--- config.mk ---
export PLATFORM = sky130hd
export DESIGN_NAME = privret_unit
export DESIGN_NICKNAME = d
export VERILOG_FILES = /design/src/rtl/privret_pkg.sv /design/src/rtl/privret_legal.sv /design/src/rtl/privret_next.sv /design/src/rtl/privret_unit.sv
export SDC_FILE = /design/constraint.sdc
export NUM_CORES = 1
export LEC_CHECK = 0
export ABC_AREA = 1
export BUFFER_PORTS_ARGS = -buffer_cell sky130_fd_sc_hd__clkbuf_2
export CAP_MARGIN = 15
export CELL_PAD_IN_SITES_DETAIL_PLACEMENT = 1
export CELL_PAD_IN_SITES_GLOBAL_PLACEMENT = 2
export CORE_MARGIN = 3
export CORE_UTILIZATION = 22
export CTS_CLUSTER_DIAMETER = 30
export DETAILED_ROUTE_END_ITERATION = 8
export MAX_ROUTING_LAYER = met4
export PLACE_DENSITY = 0.91
export SLEW_MARGIN = 10
export SYNTH_ARGS = -nofsm -noshare
export SYNTH_HDL_FRONTEND = slang
export SYNTH_SLANG_ARGS = --single-unit
--- constraint.sdc ---
create_clock -name clk -period 1.5 [get_ports clk]
set_input_delay 0.225 -clock clk [delete_from_list [all_inputs] [get_ports clk]]
set_output_delay 0.225 -clock clk [all_outputs]
set_load 0.01 [all_outputs]
--- src/rtl/privret_pkg.sv ---
package privret_pkg;
  localparam logic [1:0] MODE_USER = 2'd0;
  localparam logic [1:0] MODE_SUPV = 2'd1;
  localparam logic [1:0] MODE_MACH = 2'd3;

  typedef enum logic [1:0] {
    OP_MRET   = 2'd0,
    OP_SRET   = 2'd1,
    OP_WFI    = 2'd2,
    OP_FENCE  = 2'd3
  } sysop_e;

  typedef struct packed {
    logic [1:0] mode;
    logic [1:0] m_pmode;
    logic       m_pie;
    logic       m_ie;
    logic       s_pmode;
    logic       s_pie;
    logic       s_ie;
  } privstate_t;

  localparam privstate_t STATE_RESET = '{
    mode: MODE_MACH, m_pmode: MODE_USER, m_pie: 1'b0, m_ie: 1'b0,
    s_pmode: 1'b0, s_pie: 1'b0, s_ie: 1'b0};

  function automatic logic [1:0] clean_mode(input logic [1:0] m);
    return (m == 2'b10) ? MODE_USER : m;
  endfunction
endpackage

--- src/rtl/privret_legal.sv ---
module privret_legal
  import privret_pkg::*;
(
  input  logic [1:0] mode,
  input  sysop_e     op,
  input  logic       trap_sret,
  input  logic       trap_wfi,
  input  logic       trap_fence,
  output logic       illegal
);
  logic in_user, in_supv;
  assign in_user = (mode == MODE_USER);
  assign in_supv = (mode == MODE_SUPV);

  always_comb begin
    case (op)
      OP_MRET:  illegal = (mode != MODE_MACH);
      OP_SRET:  illegal = in_user || (in_supv && trap_sret);
      OP_WFI:   illegal = in_user || (in_supv && trap_wfi);
      default:  illegal = in_user || (in_supv && trap_fence);
    endcase
  end
endmodule

--- src/rtl/privret_next.sv ---
module privret_next
  import privret_pkg::*;
(
  input  privstate_t cur,
  input  logic       valid,
  input  sysop_e     op,
  input  logic       illegal,
  input  logic       load,
  input  privstate_t load_img,
  output privstate_t nxt,
  output logic       redirect,
  output logic       use_sepc
);
  always_comb begin
    nxt      = cur;
    redirect = 1'b0;
    use_sepc = 1'b0;
    if (valid) begin
      if (!illegal) begin
        case (op)
          OP_MRET: begin
            nxt.mode    = cur.m_pmode;
            nxt.m_ie    = cur.m_pie;
            nxt.m_pie   = 1'b1;
            nxt.m_pmode = MODE_USER;
            redirect    = 1'b1;
          end
          OP_SRET: begin
            nxt.mode    = {1'b0, cur.s_pmode};
            nxt.s_ie    = cur.s_pie;
            nxt.s_pie   = 1'b1;
            nxt.s_pmode = 1'b0;
            redirect    = 1'b1;
            use_sepc    = 1'b1;
          end
          default: ;
        endcase
      end
    end else if (load) begin
      nxt         = load_img;
      nxt.mode    = clean_mode(load_img.mode);
      nxt.m_pmode = clean_mode(load_img.m_pmode);
    end
  end
endmodule

--- src/rtl/privret_unit.sv ---
module privret_unit
  import privret_pkg::*;
#(
  parameter int PC_W = 32
) (
  input  logic            clk,
  input  logic            rst,
  input  logic            op_valid_i,
  input  logic [1:0]      op_code_i,
  input  logic            trap_sret_i,
  input  logic            trap_wfi_i,
  input  logic            trap_fence_i,
  input  logic [PC_W-1:0] mepc_i,
  input  logic [PC_W-1:0] sepc_i,
  input  logic            ld_en_i,
  input  logic [1:0]      ld_mode_i,
  input  logic [1:0]      ld_m_pmode_i,
  input  logic            ld_m_pie_i,
  input  logic            ld_m_ie_i,
  input  logic            ld_s_pmode_i,
  input  logic            ld_s_pie_i,
  input  logic            ld_s_ie_i,
  output logic [1:0]      mode_o,
  output logic            m_ie_o,
  output logic            s_ie_o,
  output logic            m_pie_o,
  output logic            s_pie_o,
  output logic [1:0]      m_pmode_o,
  output logic            s_pmode_o,
  output logic            illegal_o,
  output logic            redirect_o,
  output logic [PC_W-1:0] next_pc_o
);
  sysop_e     op;
  privstate_t state_q, state_d, load_img;
  logic       illegal_c, redirect_c, use_sepc_c;
  logic       illegal_q, redirect_q;
  logic [PC_W-1:0] npc_q;

  assign op       = sysop_e'(op_code_i);
  assign load_img = '{mode: ld_mode_i, m_pmode: ld_m_pmode_i, m_pie: ld_m_pie_i,
                      m_ie: ld_m_ie_i, s_pmode: ld_s_pmode_i, s_pie: ld_s_pie_i,
                      s_ie: ld_s_ie_i};

  privret_legal u_legal (
    .mode       (state_q.mode),
    .op         (op),
    .trap_sret  (trap_sret_i),
    .trap_wfi   (trap_wfi_i),
    .trap_fence (trap_fence_i),
    .illegal    (illegal_c)
  );

  privret_next u_next (
    .cur      (state_q),
    .valid    (op_valid_i),
    .op       (op),
    .illegal  (illegal_c),
    .load     (ld_en_i),
    .load_img (load_img),
    .nxt      (state_d),
    .redirect (redirect_c),
    .use_sepc (use_sepc_c)
  );

  always_ff @(posedge clk) begin
    if (rst) begin
      state_q    <= STATE_RESET;
      illegal_q  <= 1'b0;
      redirect_q <= 1'b0;
      npc_q      <= '0;
    end else begin
      state_q    <= state_d;
      illegal_q  <= op_valid_i && illegal_c;
      redirect_q <= redirect_c;
      if (redirect_c) npc_q <= use_sepc_c ? sepc_i : mepc_i;
    end
  end

  assign mode_o     = state_q.mode;
  assign m_ie_o     = state_q.m_ie;
  assign s_ie_o     = state_q.s_ie;
  assign m_pie_o    = state_q.m_pie;
  assign s_pie_o    = state_q.s_pie;
  assign m_pmode_o  = state_q.m_pmode;
  assign s_pmode_o  = state_q.s_pmode;
  assign illegal_o  = illegal_q;
  assign redirect_o = redirect_q;
  assign next_pc_o  = npc_q;

  a_r2_mret_needs_machine: assert property (@(posedge clk) disable iff (rst)
    (op_valid_i && op_code_i == 2'd0 && mode_o != MODE_MACH) |=> illegal_o);

  a_r3_sret_refused_in_user: assert property (@(posedge clk) disable iff (rst)
    (op_valid_i && op_code_i == 2'd1 && mode_o == MODE_USER) |=> (illegal_o && !redirect_o));

  a_r6_mret_resets_prev: assert property (@(posedge clk) disable iff (rst)
    (op_valid_i && op_code_i == 2'd0 && mode_o == MODE_MACH)
      |=> (redirect_o && m_pie_o && m_pmode_o == MODE_USER));

  a_r8_illegal_freezes_state: assert property (@(posedge clk) disable iff (rst)
    illegal_o |-> (mode_o == $past(mode_o) && m_ie_o == $past(m_ie_o) &&
                   s_ie_o == $past(s_ie_o) && m_pie_o == $past(m_pie_o) &&
                   s_pie_o == $past(s_pie_o) && m_pmode_o == $past(m_pmode_o) &&
                   s_pmode_o == $past(s_pmode_o)));

  a_r8_no_illegal_redirect: assert property (@(posedge clk) disable iff (rst)
    !(illegal_o && redirect_o));

  a_r9_mode_never_reserved: assert property (@(posedge clk) disable iff (rst)
    mode_o != 2'b10);
endmodule

==> out/qor_table.md, run 1 <==
| Item | Value | Unit |
|:---|:---|:---|
| Leak pwr | 1.64 | nW |
| CP endpoint kind | register | - |
| Antenna violations before repair | 0 | - |
| Count of maximum capacitance violations | 0 | - |
| DIE WIDTH | 107 | µm |
| Area Growth Syn to Fin | 42.5 | % |
| Pins over their slew limit | 0 | - |
| Clock Latency Late Sink | 290 | ps |
| Post-Synth Simple-Gate Area | 30.8 | % |
| Final period demand of the worst path | 1360 | ps |
| Area leader, netlist | sky130_fd_sc_hd__dfxtp_1 | - |
| Relative slew margins | 84.6 | % |
| Primary FF master, synth | sky130_fd_sc_hd__dfxtp_1 | - |
| Adder-cell share of the synthesized area | 1.66 | % |
| Synthesis warning total | 0 | - |
| Total Nets Final | 540 | - |
| FP Rows | 36 | - |
| Power per standard cell area | 842 | mW/mm² |
| CTS tree | done | - |
| Detailed-routing iteration count for the pre-antenna-repair pass | 4 | - |
| Die Area | 0.0115 | mm² |
| Flop and latch count out of synthesis | 43 | - |
| Hpwl dp | 6180 | µm |
| Cell with the biggest individual delay on the critical path | sky130_fd_sc_hd__dfxtp_1 | - |
| Pin count of the biggest net entering global routing | 20 | - |
| Total number of vias | 2578 | - |
| Number of clock buffers inserted by TritonCTS | 5 | - |
| Clock transition time at the flip-flop clock pins of the worst setup and hold paths | 80 | ps |
| Post-synthesis instance total | 325 | - |
| Vias in the first global route | 2723 | - |
| Upper clock frequency limit | 737 | MHz |
| Cell Chain, Critical Path | nand4_1 > buf_4 > o21ai_0 > nand2_1 > a21oi_1 | - |
| EDFF count, synth | 0 | - |
| GP Congestion | 0.779 | - |
| Setup Slack @ Placement | -144 | ps |
| Fraction of synthesized cell area taken by the top area cell type | 38.1 | % |
| Async set-or-reset flop fraction in the synthesized netlist | 0 | % |
| Sequential element share of the synthesized area | 38.1 | % |
| Top-level I/O count | 125 | - |
| Number of setup violations in the final report | 0 | - |
| Starting DRT DRC Count | 50 | - |
| Actual transition at the worst max-transition pin | 230 | ps |
| Largest stage delay, worst path | 400 | ps |
| Total global routing overflow | 0 | - |
| Endpoints failing hold | 0 | - |
| Maximum buffer depth of the clock tree | 2 | - |
| Post-route ant nets | 0 | - |
| Fraction of the mapped netlist area in compound gates | 16.6 | % |
| Run status | completed | - |
| Critical Path AT | 1570 | ps |
| Cell area after synthesis | 0.00226 | mm² |
| Number of buffer and inverter instances along the worst setup path | 1 | - |
| Largest fanout of any net on the critical path | 14 | - |
| Drc violations | 0 | - |
| Hold-fix buffers at CTS | 0 | - |
| Classification of the worst setup path | register to register | - |
| Worst min path class | input pin to register | - |
| Fraction of final layout cells sized beyond drive strength 1 | 34.4 | % |
| Clock Skew | 8.11 | ps |
| Post-synthesis average cell area | 6.96 | µm² |
| Final critical-path share of the clock period | 90.5 | % |
| Placed inst area | 0.00312 | mm² |
| Ant diodes | 0 | - |
| Wire length of the first global-routing pass | 12900 | µm |
| Max rail drop VDD | 365 | µV |
| Number of buffers inserted by post-CTS setup repair | 0 | - |
| Clock tree root driver cell | sky130_fd_sc_hd__clkbuf_8 | - |
| Combinational family with the most area after synthesis | simple AND/OR/NAND/NOR gates | - |
| Mean number of vias per cell | 4.38 | - |
| Tot GR Track Use | 13.9 | % |
| Core Region | 0.00986 | mm² |
| Kind of cell with the highest combined delay on the critical path | flip-flops | - |
| Required @ worst endpoint | 1710 | ps |
| Post-Syn Nets | 410 | - |
| Share of synthesized area spent on multiplexers | 0 | % |
| Count of unique library cells instantiated by Yosys | 24 | - |
| Synthesized-area fraction occupied by xor and xnor cells | 0 | % |
| Slack of the critical path | 143 | ps |
| Level count of the clock H-tree | 2 | - |
| Kind of start point of the critical path | register | - |
| Mean routed wirelength per cell | 13.2 | µm |
| Reg-to-reg setup timing slack | 140 | ps |
| Sum of routed wire length over all layers | 7770 | µm |
| Cell area after layout | 0.00322 | mm² |
| Sink count of the clock tree | 43 | - |
| Unrepaired setup endpoints after global routing | false | - |
| Port bufs | 124 | - |
| Die Height | 107 | µm |
| Initial Util | 22.9 | % |
| Area contributors post-synth | sky130_fd_sc_hd__dfxtp_1 38%, sky130_fd_sc_hd__nand2_1 15%, sky130_fd_sc_hd__nand3b_1 11% | - |
[registers in the layout (all words and copies together), names as in the netlist]
register and cells:
s_ie_o 1, m_ie_o 1, next_pc_o 32, m_pmode_o 2
mode_o 2, redirect_o 1, s_pie_o 1, s_pmode_o 1
illegal_o 1, m_pie_o 1
[cells in the mapped netlist, types with 2 or more instances]
library cell / n
sky130_fd_sc_hd__o21ai_1: 16
sky130_fd_sc_hd__nand2_4: 2
sky130_fd_sc_hd__nand4_1: 2
sky130_fd_sc_hd__buf_6: 6
sky130_fd_sc_hd__nand3b_1: 32
sky130_fd_sc_hd__nand2_1: 89
sky130_fd_sc_hd__a21oi_1: 34
sky130_fd_sc_hd__nor2_1: 7
sky130_fd_sc_hd__inv_2: 3
sky130_fd_sc_hd__clkbuf_1: 6
sky130_fd_sc_hd__nand3_1: 9
sky130_fd_sc_hd__inv_1: 40
sky130_fd_sc_hd__o21ai_0: 19
sky130_fd_sc_hd__buf_2: 6
sky130_fd_sc_hd__ha_1: 3
sky130_fd_sc_hd__dfxtp_1: 43
[where the power goes]
| group | internal [mW] | total, mW | leakage [nW] | switching (mW) |
|---|---|---|---|---|
| Sequential | 1.22 | 1.28 | 0.352 | 0.0529 |
| Clock | 0.421 | 0.802 | 0.0515 | 0.382 |
| Combinational | 0.291 | 0.637 | 1.24 | 0.346 |
[repair_timing]
item / in CTS / in global routing
resized for setup: 0 / 1
hold endpoints to repair: 0 / 0
setup endpoints to repair: 0 / 32
[worst min-delay path: cells and delay by family]
| kind | cells | cell delay [ps] |
|---|---|---|
| buf+inv | 1 | 90 |
| simple gates | 1 | 70 |
| compound gates | 1 | 50 |
[cells in the final DEF (no fill, tap or decap), types with 2 or more instances in the layout]
cell type and count:
sky130_fd_sc_hd__a21oi_1 34, sky130_fd_sc_hd__buf_12 5, sky130_fd_sc_hd__buf_4 14, sky130_fd_sc_hd__clkbuf_2 124
sky130_fd_sc_hd__clkbuf_8 7, sky130_fd_sc_hd__dfxtp_1 42, sky130_fd_sc_hd__ha_1 3, sky130_fd_sc_hd__inv_1 40
sky130_fd_sc_hd__inv_2 3, sky130_fd_sc_hd__nand2_1 89, sky130_fd_sc_hd__nand2_4 2, sky130_fd_sc_hd__nand3_1 9
sky130_fd_sc_hd__nand3b_1 32, sky130_fd_sc_hd__nand4_1 2, sky130_fd_sc_hd__nor2_1 7, sky130_fd_sc_hd__o21ai_0 19
sky130_fd_sc_hd__o21ai_1 16
[area by class of cell]
type                       count  area, µm²
sequential                    43        862
clock buffer                   8        100
inverter                      43        161
timing repair buffer         143        826
multi-input combinational    219       1110
tap                          133        166
fill                        1289       6640
[metrics by stage]
step | hold WS [ps] | TNS, ps | std cells | total power [mW] | utilization [%]
2_1_floorplan | 385 | 0 | 325 | 1.63 | -
3_3_place_gp | 449 | -2740 | 581 | 1.93 | 31.7
3_5_place_dp | 460 | -4780 | 581 | 1.96 | 31.7
4_1_cts | 186 | 0 | 589 | 2.77 | 32.7
5_1_grt | 196 | 0 | 589 | 2.90 | 32.7
6_report | 197 | 0 | 589 | 2.72 | 32.7
[kinds of logic (layout without fill, tap and decap cells)]
| kind of cell | after synthesis | in the layout |
|---|---|---|
| buf+inv | 63 | 194 |
| simple gates | 143 | 143 |
| compound gates | 73 | 73 |
| flops | 43 | 43 |
| fa+ha+maj | 3 | 3 |
[per-layer routing]
metal  track usage [%]  share of wire [%]  wire length [µm]  up-vias
li1                  -                  -                 -     1303
met5                 -                  0                 0        -
met2              24.4                 49              3810       79
met4              2.16               0.42                33        0
met3              2.58                5.6               437        5
met1              16.9                 45              3490     1191
[path summary, 6_finish.rpt]
check                                startpoint  depth (start not counted)            end
worst max-delay path                  mode_o[1]                          5   next_pc_o[9]
worst max register to register        mode_o[1]                          5   next_pc_o[9]
worst min register to register    next_pc_o[14]                          2  next_pc_o[14]
worst min-delay path            ld_m_pmode_i[0]                          3   m_pmode_o[0]
No activity file was read; power rests on OpenSTA's default activity.
==> run 2, diff against run 1 <==
--- a/config.mk
+++ b/config.mk
@@ -6,16 +6,16 @@
 export NUM_CORES = 1
 export LEC_CHECK = 0
 export ABC_AREA = 1
-export BUFFER_PORTS_ARGS = -buffer_cell sky130_fd_sc_hd__clkbuf_2
 export CAP_MARGIN = 15
 export CELL_PAD_IN_SITES_DETAIL_PLACEMENT = 1
 export CELL_PAD_IN_SITES_GLOBAL_PLACEMENT = 2
 export CORE_MARGIN = 3
-export CORE_UTILIZATION = 22
+export CORE_UTILIZATION = 31
 export CTS_CLUSTER_DIAMETER = 30
 export DETAILED_ROUTE_END_ITERATION = 8
+export DONT_BUFFER_PORTS = 1
 export MAX_ROUTING_LAYER = met4
-export PLACE_DENSITY = 0.91
+export PLACE_DENSITY = 0.9
 export SLEW_MARGIN = 10
 export SYNTH_ARGS = -nofsm -noshare
 export SYNTH_HDL_FRONTEND = slang
==> out/qor_table.md, run 2 (synthesized netlist as in run 1, its figures left out) <==
| Item | Value | Unit | Delta |
|:---|:---|:---|:---|
| Clock transition time at the flip-flop clock pins of the worst setup and hold paths | 80 | ps | about the same |
| Endpoints failing hold | 0 | - | unchanged |
| Core Region | 0.00694 | mm² | -30% |
| CP endpoint kind | register | - |  |
| DIE WIDTH | 91.4 | µm | -15% |
| Area Growth Syn to Fin | 12.4 | % |  |
| Filler Cells Inserted | 900 | - | -30% |
| Pin count of the biggest net entering global routing | 37 | - | +85% |
| Level count of the clock H-tree | 2 | - | unchanged |
| Total number of vias | 2170 | - | -16% |
| Actual transition at the worst max-transition pin | 214 | ps | -16.4 ps |
| Max rail drop VDD | 435 | µV | +19% |
| FP Rows | 30 | - | -17% |
| CP startpoint | mode_o[0] | - |  |
| Clock Latency Late Sink | 300 | ps | about the same |
| Number of clock buffers inserted by TritonCTS | 5 | - | unchanged |
| Fraction of final layout cells sized beyond drive strength 1 | 9.39 | % | -25 points |
| Sink count of the clock tree | 43 | - | unchanged |
| Clock Skew | 8.18 | ps | +0.0723 ps |
| Wire length of the first global-routing pass | 11200 | µm | -13% |
| Pins over their slew limit | 0 | - | unchanged |
| Worst Hold Slack | 81.2 | ps | -116 ps |
| Final critical-path share of the clock period | 90.7 | % | +0.22 points |
| Ant diodes | 0 | - | unchanged |
| Mean routed wirelength per cell | 16.2 | µm | +22% |
| Worst min path class | input pin to register | - |  |
| Final period demand of the worst path | 1360 | ps | +3.24 ps |
| Post-route ant nets | 0 | - | unchanged |
| Count of maximum capacitance violations | 0 | - | unchanged |
| Vias in the first global route | 2198 | - | -19% |
| Largest fanout of any net on the critical path | 8 | - | -6 |
| Total global routing overflow | 0 | - | unchanged |
| Port bufs | 0 | - | -100% |
| Run status | completed | - |  |
| Number of setup violations in the final report | 0 | - | unchanged |
| Antenna violations before repair | 0 | - | unchanged |
| Clock tree root driver cell | sky130_fd_sc_hd__clkbuf_8 | - |  |
| Mean number of vias per cell | 5.09 | - | +16% |
| Worst flop-to-flop path endpoint | next_pc_o[30] | - |  |
| Slack of the critical path | 140 | ps | -3.24 ps |
| Commonest non-fill, non-tap cell in the layout | sky130_fd_sc_hd__nand2_1 | - |  |
| Worst reg2reg path startpoint | mode_o[0] | - |  |
| Overall power of the completed layout | 2.55 | mW | -6.1% |
| Power per standard cell area | 1000 | mW/mm² | +19% |
| Worst setup path endpoint | next_pc_o[30] | - |  |
| Setup Slack @ Placement | -58.2 | ps | +85.9 ps |
| Kind of start point of the critical path | register | - |  |
| Tot GR Track Use | 17.0 | % | +3.1 points |
| Critical Path AT | 1550 | ps | -20 ps |
| Classification of the worst setup path | register to register | - |  |
| Die Area | 0.00836 | mm² | -28% |
| Most used cells in the layout excluding fill and tap cells | 89 x sky130_fd_sc_hd__nand2_1, 42 x sky130_fd_sc_hd__dfxtp_1, 40 x sky130_fd_sc_hd__inv_1 | - |  |
| Top-level I/O count | 125 | - | unchanged |
| Maximum buffer depth of the clock tree | 2 | - | unchanged |
| Relative slew margins | 85.6 | % | +1.0 points |
| Hpwl dp | 5140 | µm | -17% |
| Required @ worst endpoint | 1690 | ps | -20 ps |
| Sum of routed wire length over all layers | 6880 | µm | -11% |
| Number of buffers inserted by post-CTS setup repair | 0 | - | unchanged |
| Starting DRT DRC Count | 32 | - | -36% |
| Flip-flop count of the largest register after layout | 32 | - | unchanged |
| GP Congestion | 0.779 | - | about the same |
| Total Nets Final | 414 | - | -23% |
| Total negative setup slack | 0 | ps | unchanged |
| Depth of the worst register-to-register path | 8 | - | +3 |
| CTS tree | done | - |  |
| Detailed-routing iteration count for the pre-antenna-repair pass | 4 | - | unchanged |
| Unrepaired setup endpoints after global routing | false | - |  |
| Upper clock frequency limit | 735 | MHz | -0.24% |
| Drc violations | 0 | - | unchanged |
| Leak pwr | 1.10 | nW | -33% |
| Initial Util | 32.6 | % | +9.6 points |
| Reg-to-reg setup timing slack | 140 | ps | about the same |
| Die Height | 91.4 | µm | -15% |
==> run 2: cell count changes in the layout (fill, tap and decap cells not counted) <==
cell / change
sky130_fd_sc_hd__clkbuf_2: -124
sky130_fd_sc_hd__buf_4: -2
==> run 2: area by class of cell <==
class,count,area [µm²],area share (%)
well taps,96,120,4.72
inverters,43,161,6.35
multi-input cells,219,1110,43.6
repair buffers,17,190,7.48
flip-flops and latches,43,862,33.9
clock buffers,8,100,3.94
==> run 2: worst min path at each step <==
stage / from / to / slack [ps] / depth (start not counted)
5_1_grt: ld_m_pmode_i[0] / m_pmode_o[1] / 80 / 2
3_3_place_gp: rst / m_pmode_o[1] / 300 / 1
2_1_floorplan: ld_m_ie_i / m_ie_o / 380 / 2
3_5_place_dp: rst / m_pmode_o[1] / 300 / 1
4_1_cts: ld_m_pmode_i[0] / m_pmode_o[1] / 70 / 2
6_report: ld_m_pmode_i[0] / m_pmode_o[1] / 80 / 2
==> run 2: power by group <==
| part | switching, mW | internal (mW) | total (mW) |
|---|---|---|---|
| registers | 0.0980 | 1.22 | 1.32 |
| clock network | 0.397 | 0.421 | 0.817 |
| logic | 0.243 | 0.169 | 0.411 |
| total | 0.737 | 1.81 | 2.55 |
==> run 2: timing repair <==
action	CTS	global route
resized for setup	0	1
endpoints found under the setup margin	0	6
hold buffers	1	0
endpoints found under the hold margin	36	0
==> run 2: worst max-delay path, cell delays in order, from the launching register on <==
cell and delay [ps]:
sky130_fd_sc_hd__dfxtp_2 370, sky130_fd_sc_hd__nand2_1 60, sky130_fd_sc_hd__nor2_1 110, sky130_fd_sc_hd__nand2_1 100
sky130_fd_sc_hd__nand2_4 110, sky130_fd_sc_hd__nand3_2 120, sky130_fd_sc_hd__buf_4 190, sky130_fd_sc_hd__a21oi_1 140
sky130_fd_sc_hd__nor2_1 50
==> run 2: stage by stage <==
step | instances | cell area (µm²) | util, %
4_1_cts | 426 | 2540 | 36.6
2_1_floorplan | 325 | 2260 | -
3_3_place_gp | 417 | 2420 | 34.9
3_5_place_dp | 417 | 2420 | 34.9
6_report | 426 | 2540 | 36.6
5_1_grt | 426 | 2540 | 36.6
==> run 2: per-layer routing <==
layer  vias up  part of all wire (%)  GRT usage [%]
met1      1024                    43           21.3
met2        91                    48           26.7
met3         6                   8.0           4.89
met5         -                     0              -
li1       1049                     -              -
met4         0                  0.73           4.52
==> run 3, diff against run 2 <==
==> constraint.sdc (replaced) <==
create_clock -name clk -period 1.4 [get_ports clk]
set_input_delay 0.21 -clock clk [delete_from_list [all_inputs] [get_ports clk]]
set_output_delay 0.21 -clock clk [all_outputs]
set_load 0.005 [all_outputs]
==> out/qor_table.md, run 3 (synthesized netlist as in run 1, its figures left out) <==
| Item | Value | Unit | Delta |
|:---|:---|:---|:---|
| Total number of vias | 2211 | - | +1.9% |
| DIE WIDTH | 91.4 | µm | unchanged |
| Relative slew margins | 85.4 | % | -0.20 points |
| Clock Latency Late Sink | 290 | ps | about the same |
| Detailed-routing iteration count for the pre-antenna-repair pass | 4 | - | unchanged |
| Worst reg2reg path startpoint | mode_o[0] | - |  |
| Hpwl dp | 5180 | µm | +0.81% |
| GR met1 Demand/Resource | 20.8 | % | -0.45 points |
| Clock tree root driver cell | sky130_fd_sc_hd__clkbuf_8 | - |  |
| Clock transition time at the flip-flop clock pins of the worst setup and hold paths | 80 | ps | about the same |
| Wire length of the first global-routing pass | 11200 | µm | +0.19% |
| GRT met2 Usage | 27.4 | % | +0.79 points |
| Level count of the clock H-tree | 2 | - | unchanged |
| Actual transition at the worst max-transition pin | 218 | ps | +4.37 ps |
| Antenna violations before repair | 0 | - | unchanged |
| Overall power of the completed layout | 2.81 | mW | +10% |
| Most used cell along the critical path | sky130_fd_sc_hd__nand2_2 | - |  |
| Number of buffer and inverter instances along the worst setup path | 1 | - | unchanged |
| CP endpoint kind | register | - |  |
| Total negative setup slack | 0 | ps | unchanged |
| Kind of cell with the highest combined delay on the critical path | simple AND/OR/NAND/NOR gates | - |  |
| Endpoints failing hold | 0 | - | unchanged |
| Cell Chain, Critical Path | nand2_2 > nor2_2 > nand2_2 > nand2_4 > nand2_8 > clkbuf_16 > o21ai_2 > nand2_1 > a21oi_2 | - |  |
| GP Congestion | 0.775 | - | -0.54% |
| Die Area | 0.00836 | mm² | unchanged |
| Vias in the first global route | 2205 | - | +0.32% |
| Ant diodes | 0 | - | unchanged |
| Post-route ant nets | 0 | - | unchanged |
| Initial Util | 32.6 | % | unchanged |
| Mean number of vias per cell | 5.08 | - | -0.22% |
| Tot GR Track Use | 17.1 | % | +0.11 points |
| Clock Skew | 2.56 | ps | -5.62 ps |
| Number of setup violations in the final report | 0 | - | unchanged |
| Met3 capacity usage during global routing | 5.05 | % | +0.17 points |
| Max rail drop VDD | 555 | µV | +27% |
| Port bufs | 0 | - | unchanged |
| Drc violations | 0 | - | unchanged |
| Pin count of the biggest net entering global routing | 37 | - | unchanged |
| Largest stage delay, worst path | 380 | ps | about the same |
| Leak pwr | 1.20 | nW | +9.5% |
| Commonest non-fill, non-tap cell in the layout | sky130_fd_sc_hd__nand2_1 | - |  |
| Fraction of final layout cells sized beyond drive strength 1 | 23.9 | % | +14 points |
| Worst min path class | input pin to register | - |  |
| Top-level I/O count | 125 | - | unchanged |
| Final critical-path share of the clock period | 96.1 | % | +5.4 points |
| Flip-flop count of the largest register after layout | 32 | - | unchanged |
| Core Region | 0.00694 | mm² | unchanged |
| Number of clock buffers inserted by TritonCTS | 5 | - | unchanged |
| Largest fanout of any net on the critical path | 8 | - | unchanged |
| Total global routing overflow | 0 | - | unchanged |
| Start point of the worst hold path | op_valid_i | - |  |
| Maximum buffer depth of the clock tree | 2 | - | unchanged |
| Worst flop-to-flop path endpoint | next_pc_o[28] | - |  |
| Most heavily used metal layer in global routing | met2 | - |  |
| Upper clock frequency limit | 743 | MHz | +1.1% |
| Classification of the worst setup path | register to register | - |  |
| Power per standard cell area | 994 | mW/mm² | -0.89% |
| Critical Path AT | 1580 | ps | +30 ps |
| Run status | completed | - |  |
| Starting DRT DRC Count | 58 | - | +81% |
| Cell with the biggest individual delay on the critical path | sky130_fd_sc_hd__dfxtp_4 | - |  |
| Depth of the worst register-to-register path | 9 | - | +1 |
| Required @ worst endpoint | 1630 | ps | -60 ps |
| End of the worst hold path | m_ie_o | - |  |
| Pins over their slew limit | 0 | - | unchanged |
| FP Rows | 30 | - | unchanged |
| CTS tree | done | - |  |
| Sum of routed wire length over all layers | 7400 | µm | +7.6% |
| Count of maximum capacitance violations | 0 | - | unchanged |
| Number of cells traversed by the worst hold path | 2 | - | unchanged |
| Total Nets Final | 423 | - | +2.2% |
| Reg-to-reg setup timing slack | 50 | ps | -80 ps |
| Die Height | 91.4 | µm | unchanged |
| Placed Cells incl. Taps | 422 | - | +1.2% |
| Area Growth Syn to Fin | 24.9 | % |  |
| Most used cells in the layout excluding fill and tap cells | 85 x sky130_fd_sc_hd__nand2_1, 42 x sky130_fd_sc_hd__dfxtp_1, 40 x sky130_fd_sc_hd__inv_1 | - |  |
| Kind of start point of the critical path | register | - |  |
| Unrepaired setup endpoints after global routing | true | - |  |
| Final period demand of the worst path | 1350 | ps | -15.0 ps |
| Sink count of the clock tree | 43 | - | unchanged |
| Mean routed wirelength per cell | 17.0 | µm | +5.4% |
| Cell Count, Final, Fillers Out | 435 | - | +2.1% |
-- run 3: cell types whose count changed in the layout (fill, tap and decap cells not counted), sizes merged --
cell	before	now
clkbuf	8	11
buf	17	23
-- run 3: layout make-up --
type / instances / area [µm²]
fillers: 872 / 4120
multi-input cells: 219 / 1280
inverters: 43 / 161
flip-flops and latches: 43 / 865
repair buffers: 26 / 299
clock buffers: 8 / 100
well taps: 96 / 120
-- run 3: worst register-to-register path, delay by kind of cell, from the launching register on --
kind / cells / cell delay [ps]
AND/OR/NAND/NOR: 6 / 540
flip-flops: 1 / 380
buffers and inverters: 1 / 180
AO/OA/AOI/OAI: 2 / 180
-- run 3: routing by layer --
layer  up-vias  share of wire [%]
li1       1077                  -
met1      1029                 43
met2       100                 49
met3         5                8.2
met4         0               0.62
met5         -                  0
-- run 3: report_power, final --
group | leakage (nW) | internal, mW | switching, mW
registers | 0.353 | 1.31 | 0.0759
logic | 0.801 | 0.232 | 0.315
clock network | 0.0515 | 0.451 | 0.424
-- run 3: what timing repair did --
action | CTS | global route
pin swaps | 0 | 36
hold buffers | 1 | 0
endpoints found under the hold margin | 36 | 0
setup buffers | 0 | 1
setup endpoints to repair | 10 | 38
cloned | 0 | 3
gates resized for setup | 2 | 63
-- run 3: metrics by stage --
stage | hold slack, ps | worst slack [ps] | util (%) | instance area [µm²]
6_report | 72.7 | 54.7 | 40.7 | 2830
5_1_grt | 78.1 | -34.9 | 40.7 | 2830
4_1_cts | 59.6 | 23.7 | 37.0 | 2570
3_5_place_dp | 286 | -151 | 35.2 | 2450
3_3_place_gp | 282 | -57.5 | 35.2 | 2450
2_1_floorplan | 370 | 28.6 | - | 2260
-- run 3: worst max path at each step --
stage	from	slack (ps)	cells after the start	to
6_report	mode_o[0]	50	9	next_pc_o[28]
5_1_grt	mode_o[0]	-30	9	next_pc_o[14]
4_1_cts	mode_o[0]	20	7	m_pmode_o[0]
3_5_place_dp	op_code_i[0]	-150	11	next_pc_o[30]
3_3_place_gp	op_code_i[0]	-60	11	next_pc_o[9]
2_1_floorplan	op_code_i[0]	30	11	next_pc_o[10]
